## src/rtl/cpy_pkg.sv

```systemverilog
package cpy_pkg;
   localparam int unsigned WORD_W     = 32;
   localparam int unsigned IDX_LAUNCH = 'h0C0;
   localparam int unsigned WIN_BASE   = 'h100;
   localparam int unsigned WIN_WORDS  = 8;

   // slot numbers inside the parameter window
   localparam int unsigned SLOT_SRC_HI = 0;
   localparam int unsigned SLOT_SRC_LO = 1;
   localparam int unsigned SLOT_DST_HI = 2;
   localparam int unsigned SLOT_DST_LO = 3;
   localparam int unsigned SLOT_PIN    = 4;
   localparam int unsigned SLOT_POUT   = 5;
   localparam int unsigned SLOT_LEN    = 6;
   localparam int unsigned SLOT_CNT    = 7;

   localparam logic [1:0] XFER_NON_PIPELINED = 2'd2;

   // launch word bits [10:0], most significant field first
   typedef struct packed {
      logic       remap;
      logic       multi_line;
      logic       dst_pitch;
      logic       src_pitch;
      logic [1:0] intr;
      logic [1:0] sem;
      logic       flush;
      logic [1:0] xfer;
   } launch_t;
endpackage

```

## src/rtl/cpy_regfile.sv

```systemverilog
module cpy_regfile #(
   parameter int unsigned IDX_W   = 16,
   parameter int unsigned SPACE   = 'h800,
   parameter int unsigned HI_BITS = 8,
   localparam int unsigned ADDR_W = cpy_pkg::WORD_W + HI_BITS,
   localparam int unsigned NREG   = cpy_pkg::WIN_WORDS
) (
   input  logic              clk,
   input  logic              rst_n,
   input  logic              wr_en,
   input  logic [IDX_W-1:0]  wr_idx,
   input  logic [31:0]       wr_data,
   output logic              reject,
   output logic              launch_stb,
   output logic [ADDR_W-1:0] src_addr,
   output logic [ADDR_W-1:0] dst_addr,
   output logic [31:0]       pitch_in,
   output logic [31:0]       pitch_out,
   output logic [31:0]       line_len,
   output logic [31:0]       line_cnt
);
   import cpy_pkg::*;

   localparam logic [IDX_W:0]   SPACE_L  = (IDX_W+1)'(SPACE);
   localparam logic [IDX_W-1:0] LAUNCH_L = IDX_W'(IDX_LAUNCH);

   logic [NREG-1:0][31:0] shadow_q;
   logic                  in_range;

   assign in_range   = ({1'b0, wr_idx} < SPACE_L);
   assign reject     = wr_en && !in_range;
   assign launch_stb = wr_en && in_range && (wr_idx == LAUNCH_L);

   always_ff @(posedge clk or negedge rst_n) begin
      if (!rst_n) begin
         shadow_q <= '0;
      end else if (wr_en && in_range) begin
         for (int k = 0; k < NREG; k++) begin
            if (wr_idx == IDX_W'(WIN_BASE + k)) shadow_q[k] <= wr_data;
         end
      end
   end

   assign src_addr  = {shadow_q[SLOT_SRC_HI][HI_BITS-1:0], shadow_q[SLOT_SRC_LO]};
   assign dst_addr  = {shadow_q[SLOT_DST_HI][HI_BITS-1:0], shadow_q[SLOT_DST_LO]};
   assign pitch_in  = shadow_q[SLOT_PIN];
   assign pitch_out = shadow_q[SLOT_POUT];
   assign line_len  = shadow_q[SLOT_LEN];
   assign line_cnt  = shadow_q[SLOT_CNT];

   AST_OOR_NO_STORE: assert property (@(posedge clk) disable iff (!rst_n)
      (wr_en && !in_range) |=> $stable(shadow_q));
endmodule

```

## src/rtl/cpy_launch_check.sv

```systemverilog
module cpy_launch_check (
   input  logic [31:0] word,
   output logic        ok,
   output logic        multi
);
   import cpy_pkg::*;

   launch_t f;

   assign f     = launch_t'(word[$bits(launch_t)-1:0]);
   assign multi = f.multi_line;
   assign ok    = (f.xfer == XFER_NON_PIPELINED) && (f.sem == 2'd0) &&
                  (f.intr == 2'd0) && !f.remap && f.src_pitch && f.dst_pitch;
endmodule

```

## src/rtl/cpy_line_walker.sv

```systemverilog
module cpy_line_walker #(
   parameter int unsigned ADDR_W  = 40,
   parameter int unsigned PITCH_W = 32,
   parameter int unsigned LEN_W   = 32,
   parameter int unsigned CNT_W   = 32
) (
   input  logic               clk,
   input  logic               rst_n,
   input  logic               start,
   input  logic               start_ok,
   input  logic               start_multi,
   input  logic [ADDR_W-1:0]  src_in,
   input  logic [ADDR_W-1:0]  dst_in,
   input  logic [PITCH_W-1:0] pin_in,
   input  logic [PITCH_W-1:0] pout_in,
   input  logic [LEN_W-1:0]   len_in,
   input  logic [CNT_W-1:0]   cnt_in,
   input  logic               req_ready,
   output logic               req_valid,
   output logic [ADDR_W-1:0]  req_src,
   output logic [ADDR_W-1:0]  req_dst,
   output logic [LEN_W-1:0]   req_len,
   output logic               busy,
   output logic               done,
   output logic               err
);
   logic [PITCH_W-1:0] pin_q, pout_q;
   logic [ADDR_W-1:0]  pin_ext, pout_ext;
   logic [CNT_W-1:0]   rem_q, first_n;
   logic               accept;

   if (ADDR_W > PITCH_W) begin : g_pad
      assign pin_ext  = {{(ADDR_W-PITCH_W){1'b0}}, pin_q};
      assign pout_ext = {{(ADDR_W-PITCH_W){1'b0}}, pout_q};
   end else begin : g_trunc
      assign pin_ext  = pin_q[ADDR_W-1:0];
      assign pout_ext = pout_q[ADDR_W-1:0];
   end

   assign first_n = start_multi ? cnt_in : CNT_W'(1);
   assign accept  = req_valid && req_ready;
   assign busy    = req_valid;

   always_ff @(posedge clk or negedge rst_n) begin
      if (!rst_n) begin
         req_valid <= 1'b0;
         req_src   <= '0;
         req_dst   <= '0;
         req_len   <= '0;
         pin_q     <= '0;
         pout_q    <= '0;
         rem_q     <= '0;
         done      <= 1'b0;
         err       <= 1'b0;
      end else begin
         done <= 1'b0;
         err  <= 1'b0;
         if (start && !req_valid) begin
            if (!start_ok) begin
               err <= 1'b1;
            end else if (first_n == '0) begin
               done <= 1'b1;
            end else begin
               req_valid <= 1'b1;
               req_src   <= src_in;
               req_dst   <= dst_in;
               req_len   <= len_in;
               pin_q     <= pin_in;
               pout_q    <= pout_in;
               rem_q     <= first_n;
            end
         end else if (accept) begin
            if (rem_q == CNT_W'(1)) begin
               req_valid <= 1'b0;
               done      <= 1'b1;
            end else begin
               req_src <= req_src + pin_ext;
               req_dst <= req_dst + pout_ext;
               rem_q   <= rem_q - CNT_W'(1);
            end
         end
      end
   end

   AST_REQ_HOLD: assert property (@(posedge clk) disable iff (!rst_n)
      (req_valid && !req_ready) |=> (req_valid && $stable(req_src) &&
                                     $stable(req_dst) && $stable(req_len)));
   AST_BUSY_UNTIL_ACCEPT: assert property (@(posedge clk) disable iff (!rst_n)
      (busy && !req_ready) |=> busy);
   AST_LAUNCH_WHILE_BUSY: assert property (@(posedge clk) disable iff (!rst_n)
      (start && busy && !req_ready) |=> ($stable(req_src) && !err));
   AST_ERR_NOT_DONE: assert property (@(posedge clk) disable iff (!rst_n)
      err |-> !done);
endmodule

```

## src/rtl/cpy2d_frontend.sv

```systemverilog
module cpy2d_frontend #(
   parameter int unsigned IDX_W   = 16,
   parameter int unsigned SPACE   = 'h800,
   parameter int unsigned HI_BITS = 8,
   localparam int unsigned ADDR_W = 32 + HI_BITS
) (
   input  logic              clk,
   input  logic              rst_n,
   input  logic              mw_valid,
   input  logic [IDX_W-1:0]  mw_index,
   input  logic [31:0]       mw_data,
   output logic              mw_reject,
   output logic              req_valid,
   input  logic              req_ready,
   output logic [ADDR_W-1:0] req_src,
   output logic [ADDR_W-1:0] req_dst,
   output logic [31:0]       req_len,
   output logic              busy,
   output logic              done,
   output logic              err
);
   if (HI_BITS < 1 || HI_BITS > 32) begin : g_bad_hi
      $error("HI_BITS must be within 1..32");
   end
   if (SPACE <= 'h107 || SPACE > (2 ** IDX_W)) begin : g_bad_space
      $error("SPACE must cover the parameter window and fit the index width");
   end

   logic              launch_stb, launch_ok, launch_multi;
   logic [ADDR_W-1:0] src_a, dst_a;
   logic [31:0]       pin, pout, len, cnt;

   cpy_regfile #(.IDX_W(IDX_W), .SPACE(SPACE), .HI_BITS(HI_BITS)) u_regs (
      .clk(clk), .rst_n(rst_n), .wr_en(mw_valid), .wr_idx(mw_index),
      .wr_data(mw_data), .reject(mw_reject), .launch_stb(launch_stb),
      .src_addr(src_a), .dst_addr(dst_a), .pitch_in(pin), .pitch_out(pout),
      .line_len(len), .line_cnt(cnt));

   cpy_launch_check u_chk (
      .word(mw_data), .ok(launch_ok), .multi(launch_multi));

   cpy_line_walker #(.ADDR_W(ADDR_W), .PITCH_W(32), .LEN_W(32), .CNT_W(32)) u_walk (
      .clk(clk), .rst_n(rst_n), .start(launch_stb), .start_ok(launch_ok),
      .start_multi(launch_multi), .src_in(src_a), .dst_in(dst_a),
      .pin_in(pin), .pout_in(pout), .len_in(len), .cnt_in(cnt),
      .req_ready(req_ready), .req_valid(req_valid), .req_src(req_src),
      .req_dst(req_dst), .req_len(req_len), .busy(busy), .done(done), .err(err));

   AST_ERR_IDLE: assert property (@(posedge clk) disable iff (!rst_n)
      err |-> !req_valid);
endmodule

```

## config.mk

```make
export PLATFORM = sky130hd
export DESIGN_NAME = cpy2d_frontend
export DESIGN_NICKNAME = d
export VERILOG_FILES = /design/src/rtl/cpy_pkg.sv /design/src/rtl/cpy_regfile.sv /design/src/rtl/cpy_launch_check.sv /design/src/rtl/cpy_line_walker.sv /design/src/rtl/cpy2d_frontend.sv
export SDC_FILE = /design/constraint.sdc
export NUM_CORES = 1
export LEC_CHECK = 0
export ABC_CLOCK_PERIOD_IN_PS = 5700
export BUFFER_PORTS_ARGS = -buffer_cell sky130_fd_sc_hd__buf_2
export CAP_MARGIN = 20
export CORE_MARGIN = 2
export CORE_UTILIZATION = 60
export CTS_BUF_LIST = sky130_fd_sc_hd__clkbuf_16
export CTS_CLUSTER_SIZE = 40
export DETAILED_ROUTE_END_ITERATION = 12
export PLACE_DENSITY_LB_ADDON = 0.08
export REMOVE_ABC_BUFFERS = 1
export SLEW_MARGIN = 25
export SYNTH_ARGS = -nofsm -noshare
export SYNTH_HDL_FRONTEND = slang
export SYNTH_SLANG_ARGS = --single-unit
```

## constraint.sdc

```tcl
create_clock -name clk -period 5.7 [get_ports clk]
set_input_delay 0.855 -clock clk [delete_from_list [all_inputs] [get_ports clk]]
set_output_delay 0.855 -clock clk [all_outputs]
set_load 0.01 [all_outputs]
```

# Word level (Yosys, flattened, before mapping)
# Cells that the tools add are included.
word_totals:
  regBits: 419
op_classes:
  add_sub_neg: 3
  n_lt_le_gt_ge: 1
  eq_ne: 14
  muxes: 28
  bitwise: 1
  reduce_logical: 29
op_table:
  columns: ["op", "n"]
  rows:
  - ["$mux 40", 10]
  - ["$mux 32", 6]
  - ["$eq 16x9->1 const B", 8]
  - ["$add 40x32->40", 2]
  - ["$eq 32x1->1 const B", 1]
  - ["$logic_not 32->1", 1]
  - ["$sub 32x1->32 const B", 1]
  - ["$eq 16x8->1 const B", 1]
  - ["$lt 16x12->1 const B", 1]
  - ["$reduce_and 2->1", 8]
  - ["$mux 1", 12]
  - ["$logic_and 1x1->1", 10]
  - ["$reduce_and 4->1", 2]
  - ["$logic_not 2->1", 2]
  - ["$ne 2x1->1 const B", 2]
  - ["$reduce_bool 2->1", 2]
  - ["$logic_not 1->1", 3]
  - ["$reduce_and 3->1", 1]
  - ["$eq 2x2->1 const B", 1]
  - ["$ne 2x2->1 const B", 1]
  - ["$not 1->1", 1]

# Longest topological paths before layout
# Gate-level depths: netlist of the first run.
logic_depth:
  word_depth: 8
  depth_mapped: 13
  ltp_nobuf: 13

# Modules after synthesis
# A second synthesis of the first run with hierarchy kept.
hier_totals:
  cells_unflattened: 1886
  hier_area_um2: 21112.7
by_module_without_submodules:
  columns: ["module", "n_inst", "cells_per_inst", "area_per_inst_um2", "seq_area_each_um2"]
  rows:
  - ["cpy_line_walker", 1, 1422, 13017.5, 5280.1]
  - ["cpy_regfile", 1, 460, 8055.2, 5205.0]
  - ["cpy_launch_check", 1, 4, 40.0, 0.0]

# Least setup slack after synthesis of the first run
# OpenSTA, ideal clock, no wires.
synth_timing:
  kind: "input port to flip-flop"
  start: "input mw_index[14]"
  end: "register u_regs.shadow_q (netlist bit u_regs.src_addr[10])"
  setup_ns: 0.125
  arrival_time_ns: 3.092
  required_time_ns: 5.575
  slack_ns: 2.483
  cell_stages: 8
  cell_sequence: "or4_1 -> nor2_2 -> nand4b_2 -> nor4b_1 -> nand2b_1 -> nor3b_2 -> buf_6 -> mux2_2"
synth_between:
  elab_chain_cells: 3
  elab_cells_between_ends: 4
synth_lines:
  columns: ["item", "line_no", "rtl"]
  rows:
  - ["from (decl)", "cpy2d_frontend.sv:10", "input logic [IDX_W-1:0] mw_index,"]
  - ["$lt 16x12->1", "cpy_regfile.sv:30", "assign in_range = ({1'b0, wr_idx} < SPACE_L);"]
  - ["$logic_and 1x1->1", "cpy_regfile.sv:37", "end else if (wr_en && in_range) begin"]
  - ["$reduce_and 2->1 (no source line) (*)", null, null]
  - ["to (signal, indexed assignment)", "cpy_regfile.sv:39", "if (wr_idx == IDX_W'(WIN_BASE + k)) shadow_q[k] <= wr_data;"]
  - ["to (decl)", "cpy_regfile.sv:27", "logic [NREG-1:0][31:0] shadow_q;"]
# Every way passes the cells marked *; elsewhere a longest branch is shown, timed or not.
# A chain may end at the register's enable or synchronous reset.

# Worst setup path in the final report of the first run
layout_timing:
  start: "register u_walk.rem_q[16]"
  end: "register u_walk.req_dst[38]"
layout_between:
  elab_chain_cells: 3
layout_lines:
  columns: ["item", "line_no", "rtl"]
  rows:
  - ["from (decl)", "cpy_line_walker.sv:29", "logic [CNT_W-1:0] rem_q, first_n;"]
  - ["from (signal assigned)", "cpy_line_walker.sv:70", "rem_q <= first_n;"]
  - ["from (signal assigned)", "cpy_line_walker.sv:79", "rem_q <= rem_q - CNT_W'(1);"]
  - ["$eq 32x1->1", "cpy_line_walker.sv:73", "if (rem_q == CNT_W'(1)) begin"]
  - ["$ne 2x1->1 (no source line)", null, null]
  - ["$reduce_and 4->1 (no source line)", null, null]
  - ["to (signal assigned)", "cpy_line_walker.sv:66", "req_dst <= dst_in;"]
  - ["to (signal assigned)", "cpy_line_walker.sv:78", "req_dst <= req_dst + pout_ext;"]
  - ["to (decl)", "cpy_line_walker.sv:21", "output logic [ADDR_W-1:0] req_dst,"]
# Every way passes these cells.

==> flow_summary_export.csv, run 1 <==
group,metric,value,unit
power_and_ir_drop,p_int,4.62,mW
logic_synthesis,yosysMostFrequentCell,"nand2_1",
logic_synthesis,yosysTopAreaCell,"dfrtp_1",
critical_path,crit_family,"simple AND/OR/NAND/NOR gates",
critical_path,crit_chain,"or4_4 > or4_4 > nor3_4 > nor2_2 > buf_4 > nor2_4 > buf_4 > nor2_1 > a21oi_1 > o21a_1 > a21oi_1",
cells_and_area,final_util,68.7,%
logic_synthesis,synth_edf_count,0,
clock_network,h-tree-depth,2,
critical_path,r2r_start,"u_walk.rem_q[16]",
logic_synthesis,async_reset_ff_share,100,%
route,ant_nets,0,
logic_synthesis,ys_ff_latch,419,
floorplanning,die_area,36800,sq um
critical_path,timing.rr.end,"u_walk.req_dst[38]",
place,hpwl,38400,um
timing,relSlewSlack,32.4,%
timing,post-route-period-util,68.5,%
timing,finalWorstSetupSlack,1.79,ns
route,route.detailed.drc,0,
clock_network,cts_tree,"built",
route,drtIter0Drc,1300,
power_and_ir_drop,switchingPower,1.34,mW
logic_synthesis,yosysTopAreaCellShare,49.5,%
floorplanning,start_util,61.2,%
power_and_ir_drop,pwr-share-clk,47.8,%
timing,worst_pin_slew,1.01,ns
clock_network,cts.reportedPaths.clkPinSlew,0.07,ns
clock_network,cts_inserted_buffers,44,
timing,finClkSkew,0.0191,ns
route,vias_per_cell,6.11,
critical_path,crit_type,"flip-flop to flip-flop",
timing,min_period,3.91,ns
floorplanning,row_count,68,
timing,slew_viol_final,0,
clock_network,post_cts_buffers,0,
cells_and_area,drive_above_1_share,21.8,%
cells_and_area,fin_nets,2387,
floorplanning,core,34600,sq um
floorplanning,ios,169,
clock_network,cts_resized,0,
place,pre_cts_slack,1.28,ns
logic_synthesis,ys_types,87,
global_route,grt_max_degree,161,
critical_path,critPathArrivalTime,4.36,ns
floorplanning,die_h,192,um
timing,clock.fmax,256,MHz
critical_path,required,6.15,ns
run_status,outcome,"complete, no violations",
power_and_ir_drop,total_leakage_power,12.4,nW
critical_path,crit_slowest_cell,"nor2_4",
min_path,hp-class,"primary input to asynchronous set/reset pin",
critical_path,reg2reg_depth,11,
critical_path,critPathLaunchType,"flip-flop",
clock_network,cts_hold_buf,0,
place,placed_area,22400,sq um
logic_synthesis,synth_area_leaders,"dfrtp_1 50%, mux2_2 11%, nand2_1 7.6%",
floorplanning,dieWidth,192,um
route,via_count,16900,
global_route,grtUsageTotal,31.8,%
timing,whs,0.196,ns
cells_and_area,final_area,23800,sq um
logic_synthesis,synthTopCellsByCount,"426 x nand2_1, 419 x dfrtp_1, 208 x mux2_2",
clock_network,clockRootBuffer,"clkbuf_16",
critical_path,crit_path_end_kind,"flip-flop",
place,port_buffers,168,
logic_synthesis,ys_seq_area_share,49.5,%
clock_network,clock_sink_count,419,
global_route,first_global_vias,16500,
critical_path,critPathMaxFanout,37,
route,drt_wl_total,57500,um
route,drt_pass1_iterations,6,
place,place.gp.congestion,0.964,
timing,finalHoldViolCount,0,
critical_path,reg2reg_slack,1.79,ns
critical_path,max_stage_delay,0.62,ns
timing,rsz0062_at_grt,"no",
timing,fin_setup_tns,0,ns
critical_path,path_buf_inv,2,
power_and_ir_drop,sequentialPowerShare,49.9,%
power_and_ir_drop,vdd_drop_max,0.000236,V
logic_synthesis,yosysWarnings,0,
logic_synthesis,postSynthAreaPerCell,9.90,sq um
power_and_ir_drop,swShare,22.5,%
job,drv_cap,0,
power_and_ir_drop,comb_power_share,2.3,%
logic_synthesis,syn_inst,2139,
route,wire_per_inst,20.8,um
power_and_ir_drop,powerDensity,251,nW/um^2
global_route,grt_overflow,0,
logic_synthesis,syn_area,21200,sq um
clock_network,cts_buffer_depth,3,
cells_and_area,n_fill_cell,2778,
global_route,grt_pass1_wl,90000,um
global_route,antenna_found_initial,3,
cells_and_area,area_growth,12.3,%
logic_synthesis,synth-main-ff-cell,"dfrtp_1",
clock_network,clk-insertion-delay-late,0.58,ns
timing,setup_viol,0,
==> placed cells by master (no fill, tap or decap), types with 29 or more instances in the layout <==
cell,n
a21o_1,45
a21oi_1,164
a31oi_1,44
buf_2,167
clkbuf_16,45
dfrtp_1,419
ha_1,66
inv_1,33
mux2_2,208
nand2_1,425
nor2_1,139
nor3_1,31
o21ai_0,128
xnor2_1,29
==> power by group through the flow <==
stage / Clock (mW) / Sequential [mW] / Combinational (mW)
2_1_floorplan: 0 / 3.03 / 0.00654
3_3_place_gp: 0 / 3.03 / 0.137
3_5_place_dp: 0 / 3.03 / 0.139
4_1_cts: 2.88 / 2.97 / 0.140
5_1_grt: 3.01 / 2.97 / 0.150
6_report: 2.85 / 2.97 / 0.136
==> kinds of logic after synthesis <==
family	after synthesis	synth area share, %
xor+xnor	54	2.23
fa+ha+maj	68	4.09
mux	210	11.2
flops	419	49.5
compound gates	490	14.1
simple gates	762	16.0
buf+inv	136	2.94
==> through the flow <==
stage                     instances  total power [mW]
after CTS                      2757              6.00
after detailed placement       2676              3.17
after global placement         2674              3.17
after floorplan                2030              3.04
final                          2759              5.96
after global routing           2757              6.13
==> worst max-delay path by stage <==
stage | startpoint | to | slack, ns | depth (start not counted)
floorplan | mw_index[14] | u_walk.req_dst[39] | -6.63 | 9
global placement | mw_index[14] | u_walk.rem_q[28] | 1.35 | 9
detailed placement | mw_index[14] | u_walk.rem_q[3] | 1.28 | 9
CTS | u_walk.rem_q[16] | u_walk.req_dst[38] | 1.87 | 11
global route | u_walk.rem_q[14] | u_walk.req_dst[38] | 1.61 | 11
finish | u_walk.rem_q[16] | u_walk.req_dst[38] | 1.79 | 11
==> sequential cells by signal, indices dropped and copies added, names as in the netlist <==
name	cells
u_regs.dst_addr	40
u_regs.src_addr	40
u_walk.req_dst	40
u_walk.req_src	40
u_regs.line_cnt	32
u_regs.line_len	32
u_regs.pitch_in	32
u_regs.pitch_out	32
u_walk.pin_q	32
u_walk.pout_q	32
u_walk.rem_q	32
u_walk.req_len	32
u_walk.busy	1
u_walk.done	1
u_walk.err	1
==> layer usage <==
| layer | vias to the layer above | part of all wire, % | track usage, % |
|---|---|---|---|
| li1 | 7822 | - | - |
| met1 | 8349 | 43 | 43.6 |
| met2 | 575 | 47 | 51.3 |
| met3 | 122 | 6.5 | 4.20 |
| met4 | 0 | 3.4 | 12.7 |
| met5 | - | 0 | 0 |
==> area by class of cell <==
class	count	area [sq um]	area share, %
Multi-Input combinational cell	1584	10100	42.6
Clock inverter	36	282	1.18
Timing Repair Buffer	191	1080	4.56
Inverter	27	101	0.426
Clock buffer	45	1130	4.73
Tap cell	455	569	2.39
Antenna cell	2	5.00	0.0210
Sequential cell	419	10500	44.1
Note: power is estimated with default switching activity, not from simulation.
==> run 2: changes to the inputs <==
- ABC_CLOCK_PERIOD_IN_PS: 5700 -> 3900
- clock period: 5.7 -> 3.9 ns (I/O delays scaled with it)
==> run 2 against run 1 <==
Effect of this change: via count increased by 2.3%; clock power increased by 54%; worst hold slack got worse by 0.15 ns; non-clock buffer count increased by 21; global-route usage increased by 1.6 points; setup slack got worse by 1.4 ns; maximum frequency increased by 9.9%; final area increased by 1.3%; clock-buffer cell count unchanged; largest cell class unchanged; largest power group is now the clock network.
==> flow_summary_export.csv, run 2 (synthesis gave the netlist of run 1 again) <==
group,metric,value,unit
global_route,antenna_found_initial,5,
route,wl_met2,28100,um
timing,finalHoldViolCount,0,
timing,setup_viol,0,
power_and_ir_drop,total_leakage_power,12.6,nW
floorplanning,row_count,68,
place,dp_cells,2697,
route,vias_per_cell,6.22,
floorplanning,die_area,36800,sq um
cells_and_area,final_common_cell,"nand2_1",
timing,min_period,3.55,ns
floorplanning,dieWidth,192,um
route,drtIter0Drc,1557,
route,top_layer_used,"met4",
power_and_ir_drop,powerDensity,372,nW/um^2
global_route,first_global_vias,16800,
global_route,grt_pass1_wl,94600,um
timing,worst_pin_slew,0.865,ns
clock_network,cts_inserted_buffers,44,
timing,rsz0062_at_grt,"no",
place,place.gp.congestion,0.959,
route,ant_nets,0,
critical_path,required,4.35,ns
critical_path,critPathArrivalTime,4.00,ns
timing,post-route-period-util,91.1,%
route,met3_length,4400,um
run_status,outcome,"complete, no violations",
clock_network,clockRootBuffer,"clkbuf_16",
timing,slew_viol_final,0,
route,drt_pass1_iterations,8,
critical_path,critPathMaxFanout,6,
clock_network,clk-insertion-delay-late,0.58,ns
critical_path,crit_type,"flip-flop to flip-flop",
cells_and_area,area_growth,13.7,%
min_path,hp-class,"primary input to asynchronous set/reset pin",
clock_network,cts_tree,"built",
cells_and_area,final_cells,2777,
floorplanning,core,34600,sq um
global_route,grtUsageTotal,33.4,%
cells_and_area,antenna-diode-count,0,
job,drv_cap,0,
clock_network,cts_hold_buf,0,
timing,clock.fmax,281,MHz
route,drt_wl_total,59900,um
route,wire_per_inst,21.6,um
place,hpwl,40300,um
timing,finClkSkew,0.0171,ns
global_route,grt_max_degree,105,
route,drt-met1-wl,25700,um
floorplanning,start_util,61.2,%
clock_network,h-tree-depth,2,
floorplanning,ios,169,
clock_network,cts_buffer_depth,3,
cells_and_area,drive_above_1_share,22.6,%
route,route.detailed.drc,0,
timing,finalWorstSetupSlack,0.347,ns
global_route,grt_overflow,0,
clock_network,cts_resized,0,
place,pre_cts_slack,0.397,ns
place,port_buffers,168,
power_and_ir_drop,vdd_drop_max,0.000381,V
clock_network,clock_sink_count,419,
clock_network,post_cts_buffers,0,
floorplanning,die_h,192,um
critical_path,critPathLaunchType,"flip-flop",
critical_path,crit_path_end_kind,"flip-flop",
route,via_count,17300,
cells_and_area,final_cell_mix,"425 x nand2_1, 419 x dfrtp_1, 208 x mux2_2, 167 x buf_2, 164 x a21oi_1",
clock_network,cts.reportedPaths.clkPinSlew,0.06,ns
cells_and_area,fin_nets,2408,
timing,relSlewSlack,42.3,%
## run 2: report_power, final
group	switching, mW	internal [mW]	leakage [nW]
Clock	1.78	2.62	0.752
Sequential	0.000507	4.35	5.82
Combinational	0.174	0.0391	6.05
Total	1.95	7.01	12.6
## run 2: final timing paths
kind,from,endpoint,slack (ns),depth (start not counted)
hold / removal,rst_n,u_walk.pout_q[5],0.04,1
setup reg to reg,u_walk.req_src[0],u_walk.req_src[34],0.35,13
min in group clk,req_ready,u_walk.done,0.31,3
max in group asynchronous,rst_n,u_walk.pin_q[3],2.81,2
setup / recovery,u_walk.req_src[0],u_walk.req_src[34],0.35,13
hold reg to reg,u_regs.pitch_in[2],u_walk.pin_q[2],0.46,2
## run 2: stage by stage
step	hold WS [ns]	total power, mW	TNS [ns]	util (%)	area, sq um
3_3_place_gp	0.445	4.64	0	65.2	22600
2_1_floorplan	0.289	4.44	-1233.10	-	20700
6_report	0.0441	8.96	0	69.5	24100
3_5_place_dp	0.451	4.64	0	65.2	22600
4_1_cts	0.0837	9.02	0	69.5	24100
5_1_grt	0.134	9.21	0	69.5	24100
## run 2: area by class of cell
cell class | count | area [sq um]
well taps | 455 | 569
repair buffers | 212 | 1310
flip-flops and latches | 419 | 10500
clock inverters | 35 | 363
inverters | 27 | 101
multi-input cells | 1584 | 10100
fillers | 2696 | 10500
clock buffers | 45 | 1130
## run 2: routing by layer
metal | up-vias | GRT usage (%)
li1 | 7864 | -
met1 | 8581 | 47.3
met2 | 717 | 53.6
met3 | 101 | 4.28
met4 | 0 | 10.9
met5 | - | 0
## run 2: worst max-delay path: stages (launching register included)
cell       delay [ns]
dfrtp_1          0.38
ha_1             0.21
inv_1            0.06
fa_1             0.37
and2b_1          0.23
o21a_1           0.14
o211a_1          0.18
o2111ai_1        0.17
and3_1           0.30
or4_1            0.58
a21oi_1          0.16
o211ai_1         0.24
o22ai_1          0.18
o2bb2a_1         0.23
